[config.mk]
export PLATFORM = sky130hd
export DESIGN_NAME = codec_link_rx
export DESIGN_NICKNAME = d
export VERILOG_FILES = /design/src/rtl/clr_pkg.sv /design/src/rtl/clr_sampler.sv /design/src/rtl/clr_counter.sv /design/src/rtl/clr_unpack.sv /design/src/rtl/clr_beat_port.sv /design/src/rtl/codec_link_rx.sv
export SDC_FILE = /design/constraint.sdc
export NUM_CORES = 1
export LEC_CHECK = 0
export CAP_MARGIN = 20
export CORE_ASPECT_RATIO = 0.7
export CORE_MARGIN = 2
export CORE_UTILIZATION = 50
export DETAILED_ROUTE_END_ITERATION = 6
export GPL_TIMING_DRIVEN = 0
export HOLD_SLACK_MARGIN = 0.03
export PLACE_DENSITY = 0.84
export SETUP_SLACK_MARGIN = 0.15
export SLEW_MARGIN = 20
export SYNTH_ARGS = -nofsm -noshare
export SYNTH_HDL_FRONTEND = slang
export SYNTH_HIERARCHICAL = 1
export SYNTH_SLANG_ARGS = --single-unit
[constraint.sdc]
create_clock -name clk -period 2.6 [get_ports clk]
set_clock_uncertainty 0.05 [all_clocks]
set_input_delay 0.52 -clock clk [delete_from_list [all_inputs] [get_ports clk]]
set_output_delay 0.52 -clock clk [all_outputs]
set_load 0.05 [all_outputs]
[src/rtl/clr_pkg.sv]
package clr_pkg;
  localparam int unsigned CLR_TAG_BITS  = 16;
  localparam int unsigned CLR_SLOT_BITS = 20;
  localparam int unsigned CLR_NUM_SLOTS = 12;

  function automatic int unsigned clr_frame_len(input int unsigned tag_bits,
                                                input int unsigned slot_bits,
                                                input int unsigned num_slots);
    return tag_bits + slot_bits * num_slots;
  endfunction

  function automatic int unsigned clr_max(input int unsigned a, input int unsigned b);
    return (a > b) ? a : b;
  endfunction
endpackage

[src/rtl/clr_sampler.sv]
module clr_sampler (
  input  logic clk,
  input  logic rst_n,
  input  logic sync_i,
  input  logic sdin_i,
  output logic bit_o,
  output logic rise_o
);
  logic sd_fall;
  logic sy_fall;
  logic sy_prev;

  // line capture on the falling edge, midway through the bit period
  always_ff @(negedge clk or negedge rst_n) begin
    if (!rst_n) begin
      sd_fall <= 1'b0;
      sy_fall <= 1'b0;
    end else begin
      sd_fall <= sdin_i;
      sy_fall <= sync_i;
    end
  end

  // rising-edge history of sync for transition detect
  always_ff @(posedge clk or negedge rst_n) begin
    if (!rst_n) sy_prev <= 1'b0;
    else        sy_prev <= sy_fall;
  end

  assign bit_o  = sd_fall;
  assign rise_o = sy_fall & ~sy_prev;
endmodule

[src/rtl/clr_counter.sv]
module clr_counter #(
  parameter int unsigned TAG_BITS  = clr_pkg::CLR_TAG_BITS,
  parameter int unsigned SLOT_BITS = clr_pkg::CLR_SLOT_BITS,
  parameter int unsigned NUM_SLOTS = clr_pkg::CLR_NUM_SLOTS,
  localparam int unsigned IDX_W    = $clog2(NUM_SLOTS + 1)
) (
  input  logic             clk,
  input  logic             rst_n,
  input  logic             rise_i,
  output logic             active_o,
  output logic [IDX_W-1:0] slot_o,
  output logic             slot_end_o,
  output logic             locked_o,
  output logic             err_o
);
  localparam int unsigned FRAME_BITS = clr_pkg::clr_frame_len(TAG_BITS, SLOT_BITS, NUM_SLOTS);
  localparam int unsigned CNT_W      = $clog2(FRAME_BITS + 1);
  localparam int unsigned POS_W      = $clog2(clr_pkg::clr_max(TAG_BITS, SLOT_BITS));

  logic [CNT_W-1:0] cnt;
  logic [POS_W-1:0] pos;
  logic [POS_W-1:0] last_pos;
  logic             locked;
  logic             err;

  // the current bit's place: cnt counts bits of the frame, pos inside the slot
  assign last_pos   = (slot_o == '0) ? POS_W'(TAG_BITS - 1) : POS_W'(SLOT_BITS - 1);
  assign active_o   = locked && (cnt < CNT_W'(FRAME_BITS));
  assign slot_end_o = active_o && (pos == last_pos);

  always_ff @(posedge clk or negedge rst_n) begin
    if (!rst_n) begin
      cnt    <= '0;
      pos    <= '0;
      slot_o <= '0;
      locked <= 1'b0;
      err    <= 1'b0;
    end else if (rise_i) begin
      // the bit sampled with the sync rise closes the old frame
      if (locked && (cnt != CNT_W'(FRAME_BITS - 1))) err <= 1'b1;
      locked <= 1'b1;
      cnt    <= '0;
      pos    <= '0;
      slot_o <= '0;
    end else if (active_o) begin
      cnt <= cnt + 1'b1;
      if (slot_end_o) begin
        pos    <= '0;
        slot_o <= slot_o + 1'b1;
      end else begin
        pos <= pos + 1'b1;
      end
    end
  end

  assign locked_o = locked;
  assign err_o    = err;

  p_err_sticky_r8: assert property (@(posedge clk) disable iff (!rst_n)
    err_o |=> err_o);

  p_cnt_bound_r9: assert property (@(posedge clk) disable iff (!rst_n)
    cnt <= CNT_W'(FRAME_BITS));

  p_slot_range_r5: assert property (@(posedge clk) disable iff (!rst_n)
    active_o |-> (slot_o <= IDX_W'(NUM_SLOTS)));
endmodule

[src/rtl/clr_unpack.sv]
module clr_unpack #(
  parameter int unsigned TAG_BITS  = clr_pkg::CLR_TAG_BITS,
  parameter int unsigned SLOT_BITS = clr_pkg::CLR_SLOT_BITS,
  parameter int unsigned NUM_SLOTS = clr_pkg::CLR_NUM_SLOTS,
  localparam int unsigned IDX_W    = $clog2(NUM_SLOTS + 1)
) (
  input  logic                 clk,
  input  logic                 rst_n,
  input  logic                 bit_i,
  input  logic                 active_i,
  input  logic [IDX_W-1:0]     slot_i,
  input  logic                 slot_end_i,
  output logic                 ready_o,
  output logic [NUM_SLOTS-1:0] tags_o,
  output logic                 load_o,
  output logic [IDX_W-1:0]     load_slot_o,
  output logic [SLOT_BITS-1:0] load_data_o
);
  logic [SLOT_BITS-2:0] shreg;
  logic [SLOT_BITS-1:0] word;
  logic [NUM_SLOTS-1:0] tag_word;
  logic [NUM_SLOTS-1:0] tags_q;
  logic                 ready_q;
  logic                 tag_hit;

  // the word completed by the current bit, earliest bit in the top position
  assign word = {shreg, bit_i};

  // tag for slot k+1 sits one place below the ready flag per step
  for (genvar k = 0; k < NUM_SLOTS; k++) begin : g_tag
    assign tag_word[k] = word[TAG_BITS - 2 - k];
  end

  always_ff @(posedge clk or negedge rst_n) begin
    if (!rst_n) begin
      shreg   <= '0;
      ready_q <= 1'b0;
      tags_q  <= '0;
    end else if (active_i) begin
      shreg <= word[SLOT_BITS-2:0];
      if (slot_end_i && (slot_i == '0)) begin
        ready_q <= word[TAG_BITS-1];
        tags_q  <= tag_word;
      end
    end
  end

  always_comb begin
    tag_hit = 1'b0;
    for (int k = 0; k < NUM_SLOTS; k++) begin
      if (slot_i == IDX_W'(k + 1)) tag_hit = tags_q[k];
    end
  end

  assign ready_o     = ready_q;
  assign tags_o      = ready_q ? tags_q : '0;
  assign load_o      = slot_end_i && (slot_i != '0) && ready_q && tag_hit;
  assign load_slot_o = slot_i;
  assign load_data_o = word;
endmodule

[src/rtl/clr_beat_port.sv]
module clr_beat_port #(
  parameter int unsigned DATA_W    = clr_pkg::CLR_SLOT_BITS,
  parameter int unsigned NUM_SLOTS = clr_pkg::CLR_NUM_SLOTS,
  localparam int unsigned IDX_W    = $clog2(NUM_SLOTS + 1)
) (
  input  logic              clk,
  input  logic              rst_n,
  input  logic              load_i,
  input  logic [IDX_W-1:0]  load_slot_i,
  input  logic [DATA_W-1:0] load_data_i,
  input  logic              ready_i,
  output logic              valid_o,
  output logic [IDX_W-1:0]  slot_o,
  output logic [DATA_W-1:0] data_o
);
  // a fresh slot always wins; otherwise hold until taken
  always_ff @(posedge clk or negedge rst_n) begin
    if (!rst_n) begin
      valid_o <= 1'b0;
      slot_o  <= '0;
      data_o  <= '0;
    end else if (load_i) begin
      valid_o <= 1'b1;
      slot_o  <= load_slot_i;
      data_o  <= load_data_i;
    end else if (valid_o && ready_i) begin
      valid_o <= 1'b0;
    end
  end

  p_hold_r7: assert property (@(posedge clk) disable iff (!rst_n)
    (valid_o && !ready_i && !load_i) |=> (valid_o && $stable(slot_o) && $stable(data_o)));

  p_drain_r7: assert property (@(posedge clk) disable iff (!rst_n)
    (valid_o && ready_i && !load_i) |=> !valid_o);

  p_slot_idx_r5: assert property (@(posedge clk) disable iff (!rst_n)
    load_i |-> ((load_slot_i != '0) && (load_slot_i <= IDX_W'(NUM_SLOTS))));
endmodule

[src/rtl/codec_link_rx.sv]
module codec_link_rx #(
  parameter int unsigned TAG_BITS  = clr_pkg::CLR_TAG_BITS,
  parameter int unsigned SLOT_BITS = clr_pkg::CLR_SLOT_BITS,
  parameter int unsigned NUM_SLOTS = clr_pkg::CLR_NUM_SLOTS,
  localparam int unsigned IDX_W    = $clog2(NUM_SLOTS + 1)
) (
  input  logic                 clk,
  input  logic                 rst_n,
  input  logic                 sync_i,
  input  logic                 sdin_i,
  output logic                 codec_ready_o,
  output logic [NUM_SLOTS-1:0] slot_tags_o,
  output logic                 frame_err_o,
  output logic                 pld_valid_o,
  input  logic                 pld_ready_i,
  output logic [IDX_W-1:0]     pld_slot_o,
  output logic [SLOT_BITS-1:0] pld_data_o
);
  logic                 s_bit;
  logic                 s_rise;
  logic                 c_active;
  logic [IDX_W-1:0]     c_slot;
  logic                 c_slot_end;
  logic                 c_locked;
  logic                 u_load;
  logic [IDX_W-1:0]     u_load_slot;
  logic [SLOT_BITS-1:0] u_load_data;

  clr_sampler u_sampler (
    .clk    (clk),
    .rst_n  (rst_n),
    .sync_i (sync_i),
    .sdin_i (sdin_i),
    .bit_o  (s_bit),
    .rise_o (s_rise)
  );

  clr_counter #(
    .TAG_BITS  (TAG_BITS),
    .SLOT_BITS (SLOT_BITS),
    .NUM_SLOTS (NUM_SLOTS)
  ) u_counter (
    .clk        (clk),
    .rst_n      (rst_n),
    .rise_i     (s_rise),
    .active_o   (c_active),
    .slot_o     (c_slot),
    .slot_end_o (c_slot_end),
    .locked_o   (c_locked),
    .err_o      (frame_err_o)
  );

  clr_unpack #(
    .TAG_BITS  (TAG_BITS),
    .SLOT_BITS (SLOT_BITS),
    .NUM_SLOTS (NUM_SLOTS)
  ) u_unpack (
    .clk         (clk),
    .rst_n       (rst_n),
    .bit_i       (s_bit),
    .active_i    (c_active),
    .slot_i      (c_slot),
    .slot_end_i  (c_slot_end),
    .ready_o     (codec_ready_o),
    .tags_o      (slot_tags_o),
    .load_o      (u_load),
    .load_slot_o (u_load_slot),
    .load_data_o (u_load_data)
  );

  clr_beat_port #(
    .DATA_W    (SLOT_BITS),
    .NUM_SLOTS (NUM_SLOTS)
  ) u_port (
    .clk         (clk),
    .rst_n       (rst_n),
    .load_i      (u_load),
    .load_slot_i (u_load_slot),
    .load_data_i (u_load_data),
    .ready_i     (pld_ready_i),
    .valid_o     (pld_valid_o),
    .slot_o      (pld_slot_o),
    .data_o      (pld_data_o)
  );

  p_quiet_unlocked_r2: assert property (@(posedge clk) disable iff (!rst_n)
    !c_locked |-> (!pld_valid_o && !codec_ready_o));
endmodule

==> impl_metrics.xml <==
<?xml version="1.0" encoding="UTF-8"?>
<metrics>
  <group name="finish">
    <metric name="antenna_cells_inserted" unit="">0</metric>
    <metric name="final_cell_mix" unit="">dfrtp_1 (76), clkdlybuf4s50_1 (32), mux2_4 (30)</metric>
    <metric name="layout_commonest_cell" unit="">dfrtp_1</metric>
    <metric name="drive_gt1_share" unit="%">34.6</metric>
    <metric name="utilization" unit="%">62.2</metric>
    <metric name="areaGrowthSynthToFinish" unit="%">22.2</metric>
    <metric name="final_nets" unit="">346</metric>
  </group>
  <group name="power">
    <metric name="p_int" unit="W">0.00194</metric>
    <metric name="pwr_density_cell" unit="nW/um^2">593</metric>
    <metric name="switching_power_total" unit="W">0.000725</metric>
    <metric name="power.share.sequential" unit="%">56.1</metric>
    <metric name="p_comb_share" unit="%">14.5</metric>
    <metric name="sw_share" unit="%">27.2</metric>
    <metric name="power.clock.fraction" unit="%">29.4</metric>
    <metric name="static_leakage" unit="nW">2.08</metric>
    <metric name="ir_worst_vdd" unit="V">0.000332</metric>
  </group>
  <group name="job">
    <metric name="cap_violations" unit="">0</metric>
  </group>
  <group name="clock_tree">
    <metric name="worst_skew_pair.late_latency" unit="ps">350</metric>
    <metric name="cts.sinks" unit="">80</metric>
    <metric name="tritoncts" unit="">yes</metric>
    <metric name="clock_path_buffers" unit="">2</metric>
    <metric name="clk_pin_slew" unit="ps">80</metric>
    <metric name="cts_root_buf" unit="">clkbuf_8</metric>
    <metric name="cts_inserted_buffers" unit="">9</metric>
    <metric name="htree_num_levels" unit="">3</metric>
  </group>
  <group name="yosys">
    <metric name="synth_cell_type_count" unit="">45</metric>
    <metric name="async_flop_share" unit="%">100</metric>
    <metric name="synth_edf_count" unit="">0</metric>
    <metric name="synth.net_count" unit="">282</metric>
    <metric name="syn-instance-count" unit="">272</metric>
    <metric name="syn-mean-instance-area" unit="sq um">13.5</metric>
    <metric name="netlist_top_cells_area" unit="">dfrtp_1 (53%), mux2_4 (12%), mux2_2 (8.6%)</metric>
    <metric name="synthDominantCellAreaShare" unit="%">53.1</metric>
    <metric name="synth_seq_cells" unit="">80</metric>
    <metric name="yosys_warnings" unit="">6</metric>
    <metric name="synth_area" unit="sq um">3680</metric>
    <metric name="synth_largest_area_cell" unit="">dfrtp_1</metric>
    <metric name="proportion_of_synthesized_chip_area_in_sequential_cells" unit="%">54.5</metric>
    <metric name="postSynth.topFlopCell" unit="">dfrtp_1</metric>
  </group>
  <group name="sta">
    <metric name="transition_time_at_the_pin_with_the_least_slew_margin" unit="ps">828</metric>
    <metric name="relSlewSlack" unit="%">44.6</metric>
    <metric name="rsz0062_at_grt" unit="">true</metric>
    <metric name="report.final.setup_viol" unit="">0</metric>
    <metric name="slew_viol_final" unit="">0</metric>
    <metric name="total_count_of_hold_check_failures_in_the_final_report" unit="">0</metric>
    <metric name="setup_ws" unit="ps">121</metric>
  </group>
  <group name="critical_path">
    <metric name="worstSetupStartpointType" unit="">flip-flop</metric>
    <metric name="cp_max_fo" unit="">7</metric>
    <metric name="critPathRequiredTime" unit="ps">2790</metric>
    <metric name="worstSetupEndpointType" unit="">flip-flop</metric>
    <metric name="worst_r2r_startpoint" unit="">u_sampler/sy_fall</metric>
    <metric name="crit_start" unit="">u_sampler/sy_fall</metric>
    <metric name="path_class" unit="">flip-flop to flip-flop</metric>
    <metric name="cp.arrival" unit="ps">2670</metric>
  </group>
  <group name="global_routing">
    <metric name="first_global_vias" unit="">2349</metric>
    <metric name="pin_count_of_the_biggest_net_entering_global_routing" unit="">61</metric>
    <metric name="grt.overflow.total" unit="">0</metric>
    <metric name="first_pass_grt_wire_length" unit="um">11900</metric>
    <metric name="globalRouteTotalUtil" unit="%">19.8</metric>
    <metric name="antenna_found_initial" unit="">0</metric>
  </group>
  <group name="floorplan">
    <metric name="ioPinCount" unit="">44</metric>
    <metric name="placementRows" unit="">26</metric>
    <metric name="die-area" unit="sq um">8070</metric>
    <metric name="die-width" unit="um">106</metric>
    <metric name="fp.coreArea" unit="sq um">7220</metric>
    <metric name="die_height" unit="um">75.7</metric>
    <metric name="initial_utilization" unit="%">50.9</metric>
  </group>
  <group name="placement">
    <metric name="placement.setup.worst_slack" unit="ps">-90.3</metric>
    <metric name="numPortBuffers" unit="">43</metric>
    <metric name="routabilityCongestion" unit="">0.762</metric>
    <metric name="place_hpwl" unit="um">5000</metric>
  </group>
  <group name="route">
    <metric name="drc_violation_count_after_routing" unit="">0</metric>
    <metric name="wl_per_cell" unit="um">16.7</metric>
    <metric name="drt_pass1_iterations" unit="">4</metric>
    <metric name="drt-total-wl" unit="um">7340</metric>
    <metric name="drt_iter0_markers" unit="">106</metric>
    <metric name="routed_via_density" unit="">5.27</metric>
    <metric name="detailroute.via_count" unit="">2314</metric>
    <metric name="drtAntennaViolNets" unit="">0</metric>
  </group>
  <group name="hold_path">
    <metric name="hold_class" unit="">input port to asynchronous set/reset pin</metric>
  </group>
  <group name="outcome">
    <metric name="run_status" unit="">finished, final reports clean</metric>
  </group>
</metrics>
critical path, cell delays in order (launching register included):
cell	delay, ps
dfrtn_1	410
nor2b_4	170
clkbuf_8	170
nor2_2	30
mux2_4	260
power by group through the flow:
stage	Clock, W	Combinational [W]	Sequential [W]
6_report	0.000783	0.000385	0.00149
5_1_grt	0.000855	0.000425	0.00152
4_1_cts	0.000806	0.000382	0.00149
3_5_place_dp	0	0.000366	0.00152
3_3_place_gp	0	0.000334	0.00150
2_1_floorplan	0	0.000258	0.00148
state kept, by name, indices dropped and copies added, names as in the netlist, 4 cells and up:
name and flops:
u_unpack/tags_q 12, u_counter/cnt 9, u_counter/pos 5, u_unpack/shreg 19, u_port/data_o 20, u_port/slot_o 4, u_counter/slot_o 4
final cells by class:
class                      count  area [sq um]
fill                         591          2730
clock buffer                  15           156
clock inverter                 1          5.00
tap                           98           123
buffer                        16           155
inverter                       7          26.3
sequential                    80          2000
timing repair buffer          53           475
multi-input combinational    169          1550
cells in the mapped netlist (6+ instances only):
| cell | number |
|---|---|
| inv_1 | 7 |
| mux2_2 | 28 |
| and2_1 | 14 |
| dfrtp_1 | 78 |
| mux2_4 | 29 |
| nor2_1 | 15 |
| nand2_1 | 8 |
| xor2_1 | 6 |
| a21oi_1 | 10 |
worst paths after layout:
check	endpoint	slack, ps	cells past startpoint
setup / recovery	u_counter/slot_o[0]	120	4
hold / removal	u_unpack/tags_q[4]	130	2
setup reg to reg	u_counter/slot_o[0]	120	4
hold reg to reg	u_port/valid_o	440	1
max in group asynchronous	u_sampler/sy_fall	860	2
min in group clk	u_port/valid_o	440	1
kinds of logic (layout without fill, tap and decap cells):
logic type	count (synthesis)	after routing	synth area share, %
compound gates	23	23	3.78
xor+xnor	7	7	1.67
fa+ha+maj	5	5	1.70
buf+inv	23	92	4.46
flops	80	80	54.5
mux	64	64	22.5
simple gates	70	70	11.5
routing by layer:
metal	GRT usage [%]	routed length, um	share of wire (%)	vias to the layer above
met1	25.2	3360	46	1181
met4	7.22	100	1.4	0
met2	33.3	3550	48	49
li1	-	-	-	1072
met3	5.47	329	4.5	12
met5	0	0	0	-
stage by stage:
step	instances	area (sq um)	power [W]	TNS [ps]	hold slack (ps)
global route	439	4490	0.00280	0	156
detailed placement	414	4270	0.00188	-1560	379
floorplan	272	3690	0.00174	0	174
finish	439	4490	0.00266	0	126
global placement	413	4250	0.00183	-141300	410
CTS	437	4500	0.00268	0	155
repair_timing:
action | 4_1_cts | 5_1_grt
setup endpoints to repair | 45 | 53
setup buffers | 6 | 2
pin swaps | 1 | 0
hold buffers | 1 | 0
resized for setup | 19 | 22
hold endpoints to repair | 19 | 0
Note: power is estimated with default switching activity, not from simulation.
